--- src/rtl/mblk_pkg.sv ---
`timescale 1ns/1ps
package mblk_pkg;

  typedef enum logic [1:0] {
    KIND_CONTIG = 2'b00,
    KIND_RELOAD = 2'b01,
    KIND_SHADOW = 2'b10,
    KIND_LINKED = 2'b11
  } sideKind_t;

  typedef enum logic [2:0] {
    ST_IDLE = 3'd0,
    ST_RUN  = 3'd1,
    ST_PEND = 3'd2,
    ST_DONE = 3'd3,
    ST_ERR  = 3'd4
  } seqState_t;

  // Strobes from control to datapath
  typedef struct packed {
    logic      loadInit;  // capture initial values, make them current
    logic      latchEnd;  // hold the block end addresses
    logic      loadNext;  // move to next-block values
    sideKind_t srcKind;   // policy in force for the source side
    sideKind_t dstKind;   // policy in force for the destination side
  } seqStrobe_t;

endpackage

--- src/rtl/mblk_dp.sv ---
`timescale 1ns/1ps
module mblk_dp import mblk_pkg::*; #(
  parameter int ADDR_W = 32,
  parameter int CTL_W  = 16,
  parameter int SIZE_W = 12
) (
  input  logic              clk,
  input  logic              rstN,
  input  seqStrobe_t        st,
  input  logic [ADDR_W-1:0] initAddr [2],
  input  logic [ADDR_W-1:0] endAddr  [2],
  input  logic [ADDR_W-1:0] shAddr   [2],
  input  logic [ADDR_W-1:0] llAddr   [2],
  input  logic [CTL_W-1:0]  initCtlIn,
  input  logic [CTL_W-1:0]  shCtl,
  input  logic [CTL_W-1:0]  llCtl,
  input  logic [SIZE_W-1:0] initSizeIn,
  input  logic [SIZE_W-1:0] shSize,
  input  logic [SIZE_W-1:0] llSize,
  output logic [ADDR_W-1:0] curAddr  [2],
  output logic [CTL_W-1:0]  curCtl,
  output logic [SIZE_W-1:0] curSize
);

  localparam int SIDES = 2;

  sideKind_t kindOf [SIDES];
  assign kindOf[0] = st.srcKind;
  assign kindOf[1] = st.dstKind;

  // Per-side address state: captured base, held end address, current value
  for (genvar s = 0; s < SIDES; s++) begin : g_side
    logic [ADDR_W-1:0] baseQ, endQ, curQ, endUse, nextAddr;

    assign endUse = st.latchEnd ? endAddr[s] : endQ;

    always_comb begin
      unique case (kindOf[s])
        KIND_CONTIG: nextAddr = endUse + ADDR_W'(1);
        KIND_RELOAD: nextAddr = baseQ;
        KIND_SHADOW: nextAddr = shAddr[s];
        default:     nextAddr = llAddr[s];
      endcase
    end

    always_ff @(posedge clk or negedge rstN) begin
      if (!rstN) begin
        baseQ <= '0;
        endQ  <= '0;
        curQ  <= '0;
      end else begin
        if (st.loadInit) begin
          baseQ <= initAddr[s];
          curQ  <= initAddr[s];
        end else if (st.loadNext) begin
          curQ <= nextAddr;
        end
        if (st.latchEnd) endQ <= endAddr[s];
      end
    end

    assign curAddr[s] = curQ;
  end

  // Control and size: linked beats shadow beats captured initial values
  logic anyLinked, anyShadow;
  assign anyLinked = (st.srcKind == KIND_LINKED) || (st.dstKind == KIND_LINKED);
  assign anyShadow = (st.srcKind == KIND_SHADOW) || (st.dstKind == KIND_SHADOW);

  logic [CTL_W-1:0]  baseCtlQ, ctlQ, ctlNext;
  logic [SIZE_W-1:0] baseSizeQ, sizeQ, sizeNext;

  always_comb begin
    if (anyLinked) begin
      ctlNext  = llCtl;
      sizeNext = llSize;
    end else if (anyShadow) begin
      ctlNext  = shCtl;
      sizeNext = shSize;
    end else begin
      ctlNext  = baseCtlQ;
      sizeNext = baseSizeQ;
    end
  end

  always_ff @(posedge clk or negedge rstN) begin
    if (!rstN) begin
      baseCtlQ  <= '0;
      baseSizeQ <= '0;
      ctlQ      <= '0;
      sizeQ     <= '0;
    end else if (st.loadInit) begin
      baseCtlQ  <= initCtlIn;
      baseSizeQ <= initSizeIn;
      ctlQ      <= initCtlIn;
      sizeQ     <= initSizeIn;
    end else if (st.loadNext) begin
      ctlQ  <= ctlNext;
      sizeQ <= sizeNext;
    end
  end

  assign curCtl  = ctlQ;
  assign curSize = sizeQ;

endmodule

--- src/rtl/mblk_ctl.sv ---
`timescale 1ns/1ps
module mblk_ctl import mblk_pkg::*; (
  input  logic       clk,
  input  logic       rstN,
  input  logic       chanEn,
  input  sideKind_t  srcType,
  input  sideKind_t  dstType,
  input  logic       blockDone,
  input  logic       shValid,
  input  logic       llAck,
  input  logic       llValid,
  output seqStrobe_t st,
  output logic       blockStart,
  output logic       xferDone,
  output logic       cfgErr,
  output logic       waitValid,
  output logic       llReq,
  output logic       inRun
);

  seqState_t stateQ, stateD;
  sideKind_t srcKq, dstKq, effSrc, effDst;
  logic      startD, doneD, waitSet, waitD;
  logic      effLinked, effShadow, liveBothContig;

  // In RUN the live policy bits decide; once pending, the latched ones do
  assign effSrc    = (stateQ == ST_RUN) ? srcType : srcKq;
  assign effDst    = (stateQ == ST_RUN) ? dstType : dstKq;
  assign effLinked = (effSrc == KIND_LINKED) || (effDst == KIND_LINKED);
  assign effShadow = (effSrc == KIND_SHADOW) || (effDst == KIND_SHADOW);
  assign liveBothContig = (srcType == KIND_CONTIG) && (dstType == KIND_CONTIG);

  always_comb begin
    stateD     = stateQ;
    startD     = 1'b0;
    doneD      = 1'b0;
    waitSet    = 1'b0;
    st.loadInit = 1'b0;
    st.latchEnd = 1'b0;
    st.loadNext = 1'b0;
    st.srcKind  = effSrc;
    st.dstKind  = effDst;

    unique case (stateQ)
      ST_IDLE: begin
        if (chanEn) begin
          if (liveBothContig) begin
            stateD = ST_ERR;
          end else begin
            st.loadInit = 1'b1;
            startD      = 1'b1;
            stateD      = ST_RUN;
          end
        end
      end
      ST_RUN: begin
        if (blockDone) begin
          st.latchEnd = 1'b1;
          if (liveBothContig) begin
            doneD  = 1'b1;
            stateD = ST_DONE;
          end else if (effLinked) begin
            stateD = ST_PEND;
          end else if (effShadow && !shValid) begin
            waitSet = 1'b1;
            stateD  = ST_PEND;
          end else begin
            st.loadNext = 1'b1;
            startD      = 1'b1;
          end
        end
      end
      ST_PEND: begin
        if (effLinked) begin
          if (llAck) begin
            if (llValid) begin
              st.loadNext = 1'b1;
              startD      = 1'b1;
              stateD      = ST_RUN;
            end else begin
              waitSet = 1'b1;
            end
          end
        end else if (shValid) begin
          st.loadNext = 1'b1;
          startD      = 1'b1;
          stateD      = ST_RUN;
        end else begin
          waitSet = 1'b1;
        end
      end
      default: ;
    endcase

    if (!chanEn) begin
      stateD      = ST_IDLE;
      startD      = 1'b0;
      doneD       = 1'b0;
      waitSet     = 1'b0;
      st.loadInit = 1'b0;
      st.latchEnd = 1'b0;
      st.loadNext = 1'b0;
    end
  end

  assign waitD = (stateD == ST_PEND) && (waitValid || waitSet);

  always_ff @(posedge clk or negedge rstN) begin
    if (!rstN) begin
      stateQ     <= ST_IDLE;
      srcKq      <= KIND_CONTIG;
      dstKq      <= KIND_CONTIG;
      blockStart <= 1'b0;
      xferDone   <= 1'b0;
      cfgErr     <= 1'b0;
      waitValid  <= 1'b0;
    end else begin
      stateQ     <= stateD;
      blockStart <= startD;
      xferDone   <= doneD;
      cfgErr     <= (stateD == ST_ERR);
      waitValid  <= waitD;
      if (st.latchEnd) begin
        srcKq <= srcType;
        dstKq <= dstType;
      end
    end
  end

  assign llReq = (stateQ == ST_PEND) && effLinked;
  assign inRun = (stateQ == ST_RUN);

endmodule

--- src/rtl/mblk_seq.sv ---
`timescale 1ns/1ps
module mblk_seq import mblk_pkg::*; #(
  parameter int ADDR_W = 32,
  parameter int CTL_W  = 16,
  parameter int SIZE_W = 12
) (
  input  logic              clk,
  input  logic              rstN,
  input  logic              chanEn,
  input  logic [1:0]        srcType,
  input  logic [1:0]        dstType,
  input  logic [ADDR_W-1:0] initSrcAddr,
  input  logic [ADDR_W-1:0] initDstAddr,
  input  logic [CTL_W-1:0]  initCtl,
  input  logic [SIZE_W-1:0] initSize,
  input  logic              blockDone,
  input  logic [ADDR_W-1:0] srcEndAddr,
  input  logic [ADDR_W-1:0] dstEndAddr,
  input  logic              shValid,
  input  logic [ADDR_W-1:0] shSrcAddr,
  input  logic [ADDR_W-1:0] shDstAddr,
  input  logic [CTL_W-1:0]  shCtl,
  input  logic [SIZE_W-1:0] shSize,
  output logic              llReq,
  input  logic              llAck,
  input  logic              llValid,
  input  logic [ADDR_W-1:0] llSrcAddr,
  input  logic [ADDR_W-1:0] llDstAddr,
  input  logic [CTL_W-1:0]  llCtl,
  input  logic [SIZE_W-1:0] llSize,
  output logic [ADDR_W-1:0] curSrcAddr,
  output logic [ADDR_W-1:0] curDstAddr,
  output logic [CTL_W-1:0]  curCtl,
  output logic [SIZE_W-1:0] curSize,
  output logic              blockStart,
  output logic              xferDone,
  output logic              cfgErr,
  output logic              waitValid
);

  seqStrobe_t        strobe;
  logic              inRun;
  logic [ADDR_W-1:0] initA [2];
  logic [ADDR_W-1:0] endA  [2];
  logic [ADDR_W-1:0] shA   [2];
  logic [ADDR_W-1:0] llA   [2];
  logic [ADDR_W-1:0] curA  [2];

  assign initA[0] = initSrcAddr;
  assign initA[1] = initDstAddr;
  assign endA[0]  = srcEndAddr;
  assign endA[1]  = dstEndAddr;
  assign shA[0]   = shSrcAddr;
  assign shA[1]   = shDstAddr;
  assign llA[0]   = llSrcAddr;
  assign llA[1]   = llDstAddr;
  assign curSrcAddr = curA[0];
  assign curDstAddr = curA[1];

  mblk_ctl u_ctl (
    .clk        (clk),
    .rstN       (rstN),
    .chanEn     (chanEn),
    .srcType    (sideKind_t'(srcType)),
    .dstType    (sideKind_t'(dstType)),
    .blockDone  (blockDone),
    .shValid    (shValid),
    .llAck      (llAck),
    .llValid    (llValid),
    .st         (strobe),
    .blockStart (blockStart),
    .xferDone   (xferDone),
    .cfgErr     (cfgErr),
    .waitValid  (waitValid),
    .llReq      (llReq),
    .inRun      (inRun)
  );

  mblk_dp #(
    .ADDR_W (ADDR_W),
    .CTL_W  (CTL_W),
    .SIZE_W (SIZE_W)
  ) u_dp (
    .clk        (clk),
    .rstN       (rstN),
    .st         (strobe),
    .initAddr   (initA),
    .endAddr    (endA),
    .shAddr     (shA),
    .llAddr     (llA),
    .initCtlIn  (initCtl),
    .shCtl      (shCtl),
    .llCtl      (llCtl),
    .initSizeIn (initSize),
    .shSize     (shSize),
    .llSize     (llSize),
    .curAddr    (curA),
    .curCtl     (curCtl),
    .curSize    (curSize)
  );

endmodule

--- config.mk ---
export PLATFORM = sky130hd
export DESIGN_NAME = mblk_seq
export DESIGN_NICKNAME = d
export VERILOG_FILES = /design/src/rtl/mblk_pkg.sv /design/src/rtl/mblk_dp.sv /design/src/rtl/mblk_ctl.sv /design/src/rtl/mblk_seq.sv
export SDC_FILE = /design/constraint.sdc
export NUM_CORES = 1
export LEC_CHECK = 0
export ABC_CLOCK_PERIOD_IN_PS = 7840
export CORE_ASPECT_RATIO = 0.8
export CORE_MARGIN = 2
export CORE_UTILIZATION = 28
export CTS_CLUSTER_SIZE = 10
export DETAILED_ROUTE_END_ITERATION = 16
export GPL_ROUTABILITY_DRIVEN = 0
export SLEW_MARGIN = 20
export SYNTH_ARGS = -nofsm -noshare
export SYNTH_HDL_FRONTEND = slang
export SYNTH_SLANG_ARGS = --single-unit
--- constraint.sdc ---
create_clock -name clk -period 7.84 [get_ports clk]
set_input_delay 1.568 -clock clk [delete_from_list [all_inputs] [get_ports clk]]
set_output_delay 1.568 -clock clk [all_outputs]
set_load 0.005 [all_outputs]
==> flow_summary.ini <==
[status]
result_of_the_run = finished, final reports clean

[place]
numPortBuffers = 447
placement.setup.worst_slack_ns = 2.21
dp_hpwl_um = 51400
post_dp_cell_area_mm2 = 0.0201
post-place-cells = 2880

[worst_setup_path]
worstSetupEndpointType = output pin
worst-path-max-fanout = 59
worst_path_max_delay_cell = sky130_fd_sc_hd__clkdlybuf4s50_1
startpoint_type = primary input
timing.critical_path.mode_cell = sky130_fd_sc_hd__clkdlybuf4s50_1
worstPathCellList = clkdlybuf4s50_1 -> a22oi_1 -> mux2_2 -> buf_4 -> nor2_1 -> clkdlybuf4s50_1
critPathArrivalTime_ns = 3.97
timing.critical_path.max_delay_family = buffers and inverters
required_ns = 6.27
worstSetupStartpoint = dstType[1]
setup.worst_path.class = primary input to output pin
crit_buf_inv = 3
largest_stage_delay_worst_path_ns = 0.68
timing.rr.start = u_ctl.stateQ[1]$_DFF_PN0_

[clock_network]
maximum_number_of_buffers_from_clock_root_to_sink = 3
postCtsResizedCells = 0
setup_buffers_after_cts = 0
insertion_delay_ns = 0.58
cts_tree = yes
cts_root_buf = sky130_fd_sc_hd__clkbuf_16
clkTransAtPathRegs_ns = 0.06
cts_max_level = 1
hold_buffers = 0
cts_buffers = 31
cts.sink_count = 259

[yosys]
synth-edff-count = 0
cell_with_the_most_instances_after_synthesis = sky130_fd_sc_hd__nand2_1
synth.top_cell.area_share = 0.431
synth.top_cells.by_area = sky130_fd_sc_hd__dfrtp_1 43%, sky130_fd_sc_hd__nand2_1 14%, sky130_fd_sc_hd__nand3_1 3.5%, sky130_fd_sc_hd__a21oi_1 3.4%, sky130_fd_sc_hd__mux2i_1 3.3%
post_synth_arst_share = 1.00
synth_sequential_area_ratio = 0.431
syn_avg_cell_area_um2 = 8.18
synth.yosys.warnings = 0
synth_ff_type = sky130_fd_sc_hd__dfrtp_1
synth.ff_latch_count = 259
synth.cells.most_frequent = 572 x sky130_fd_sc_hd__nand2_1, 259 x sky130_fd_sc_hd__dfrtp_1, 104 x sky130_fd_sc_hd__nand3_1, 101 x sky130_fd_sc_hd__a21oi_1, 92 x sky130_fd_sc_hd__nor2_1
synth.cell_area_mm2 = 0.0151
post_synth_num_cell_types = 79
synthCells = 1840
syn_nets = 2193
synth_top_area_cell = sky130_fd_sc_hd__dfrtp_1

[route]
route.top_layer_used = met5
wl_met3_um = 6380
ant_nets = 0
totalWireLength_um = 69200
drt_iter0_markers = 1660
via_per_inst = 5.50
num_vias = 16120
drt_pass1_iterations = 6
met2_length_um = 32900
route.detailed.wl_per_inst_um = 23.6
route.detailed.drc = 0
wl_met1_um = 27300

[layout]
final_layout_size_suffix_gt1_frac = 0.0645
final_net_count = 2574
non_filler_instances = 2929
area_delta_synth_final_pct = 39.5
fin_area_mm2 = 0.0210

[global_route]
first_global_vias = 16238
largest_net_degree_at_the_start_of_global_routing = 104
wire_length_of_the_first_global_routing_pass_um = 103000
track_usage = 0.242
number_of_antenna_violations_at_the_first_check_in_global_routing = 12
grt.overflow.total = 0

[min_path]
hold_path_startpoint = u_dp.g_side[0].baseQ[14]$_DFFE_PN0P_
hp-class = flop to flop

[sta]
setup_viol = 0
timing.final.ws_setup_ns = 2.30
rsz_0062_raised_after_global_routing = no
finalWorstPathRequiredPeriod_ns = 5.54
max_clock_freq_mhz = 181
slew_viol_final = 0
timing_hold_violations_final = 0
clock_skew_ns = 0.00975
totalNegativeSetupSlack_ns = 0
finalCritPeriodShare = 0.706
max_slew_margin = 0.259
tightest_slew_ns = 1.11

[power_and_ir_drop]
totalPowerFinal_mw = 6.49
total_leakage_power_nw = 8.80
power_density_mw_per_mm2 = 309
irDropWorstVdd_v = 0.000184

[floorplanning]
dieHeight_um = 211
core_area_mm2 = 0.0527
fp-row-count = 75
floorplan.io_pins = 448
chipWidth_um = 263
fp.dieArea_mm2 = 0.0556
initial_utilization = 0.285

[run]
cap_violations = 0
-- metal layers --
layer	vias up	track usage
li1	7254	-
met1	7827	0.301
met2	873	0.406
met3	152	0.0672
met4	14	0.0830
met5	-	0
-- cell usage in the layout, fill, tap and decap left out, types with 4 or more instances in the layout --
cell type,instances
sky130_fd_sc_hd__nand2_1,571
sky130_fd_sc_hd__clkdlybuf4s50_1,446
sky130_fd_sc_hd__dfrtp_1,259
sky130_fd_sc_hd__nand3_1,103
sky130_fd_sc_hd__a21oi_1,101
sky130_fd_sc_hd__nor2_1,91
sky130_fd_sc_hd__o21ai_0,78
sky130_fd_sc_hd__mux2i_1,48
sky130_fd_sc_hd__nand4_1,46
sky130_fd_sc_hd__a211oi_1,39
sky130_fd_sc_hd__nor3_1,31
sky130_fd_sc_hd__clkbuf_16,31
sky130_fd_sc_hd__xnor2_1,30
sky130_fd_sc_hd__mux2_2,26
sky130_fd_sc_hd__a31oi_1,26
sky130_fd_sc_hd__buf_4,23
sky130_fd_sc_hd__o211ai_1,20
sky130_fd_sc_hd__xor2_1,17
sky130_fd_sc_hd__a311oi_1,17
sky130_fd_sc_hd__inv_1,16
sky130_fd_sc_hd__and3_1,15
sky130_fd_sc_hd__o21ai_1,14
sky130_fd_sc_hd__o22ai_1,12
sky130_fd_sc_hd__nor4_1,11
sky130_fd_sc_hd__nor4_2,10
sky130_fd_sc_hd__a22oi_1,9
sky130_fd_sc_hd__a31o_2,8
sky130_fd_sc_hd__a21o_1,7
sky130_fd_sc_hd__a21boi_0,6
sky130_fd_sc_hd__clkbuf_1,6
sky130_fd_sc_hd__diode_2,5
sky130_fd_sc_hd__a221oi_1,5
sky130_fd_sc_hd__a211o_1,5
sky130_fd_sc_hd__a221o_1,5
sky130_fd_sc_hd__o31ai_1,4
-- sequential cells by signal (all words and copies together) (netlist names) --
| register | count |
|---|---|
| u_dp.g_side.baseQ | 64 |
| u_dp.baseSizeQ | 12 |
| u_dp.curCtl | 16 |
| u_ctl.stateQ | 3 |
| u_dp.curSize | 12 |
| u_ctl.cfgErr | 1 |
| u_ctl.dstKq | 2 |
| u_ctl.srcKq | 2 |
| u_ctl.blockStart | 1 |
| u_ctl.xferDone | 1 |
| u_dp.baseCtlQ | 16 |
| u_ctl.waitValid | 1 |
| u_dp.g_side.endQ | 64 |
| u_dp.g_side.curQ | 64 |
-- worst min-delay path, delay by kind of cell, from the launching register on --
kind | cells | cell delay, ns
flip-flops | 1 | 0.34
AND/OR/NAND/NOR | 2 | 0.10
-- report_power, final --
part           switching, mW  internal (mW)  leakage (nW)
Sequential             0.409           1.86          3.17
Combinational           1.65           1.25          5.22
Clock                  0.586          0.725         0.416
Total                   2.65           3.84          8.80
-- path summary, 6_finish.rpt --
| check | to | slack [ns] | depth (start not counted) |
|---|---|---|---|
| setup / recovery | llReq | 2.30 | 6 |
| hold / removal | u_dp.g_side[0].baseQ[14]$_DFFE_PN0P_ | 0.47 | 2 |
| setup reg to reg | u_dp.g_side[0].curQ[14]$_DFFE_PN0P_ | 3.47 | 10 |
| hold reg to reg | u_dp.g_side[0].baseQ[14]$_DFFE_PN0P_ | 0.47 | 2 |
| max in group asynchronous | u_dp.g_side[0].endQ[28]$_DFF_PN0_ | 5.24 | 2 |
| min in group asynchronous | u_dp.g_side[1].curQ[26]$_DFFE_PN0P_ | 1.04 | 1 |
-- area by class of cell --
cell class / count / area (um^2)
well taps: 693 / 867
diodes: 5 / 12.5
repair buffers: 472 / 4700
fillers: 5251 / 31700
clock buffers: 39 / 826
clock inverters: 4 / 26.3
multi-input cells: 1440 / 8030
inverters: 17 / 63.8
flip-flops and latches: 259 / 6480
-- stage by stage --
stage	utilization	hold slack, ns
after CTS	0.398	0.473
after floorplan	-	0.441
after global routing	0.398	0.489
after global placement	0.381	0.454
after detailed placement	0.381	0.462
final	0.398	0.475
-- kinds of logic (layout without fill, tap and decap cells) --
family / after synthesis / after routing / share of synthesized area
xor gates and xnor gates: 47 / 47 / 0.0273
DFF: 259 / 259 / 0.431
buffers and inverters: 141 / 532 / 0.0413
and+or+nand+nor: 915 / 915 / 0.268
AOI/OAI and AO/OA: 392 / 392 / 0.169
muxes: 84 / 84 / 0.0627
other: 0 / 5 / 0
adders and majority gates: 2 / 2 / 0.00166
(Power assumes the default switching activity.)
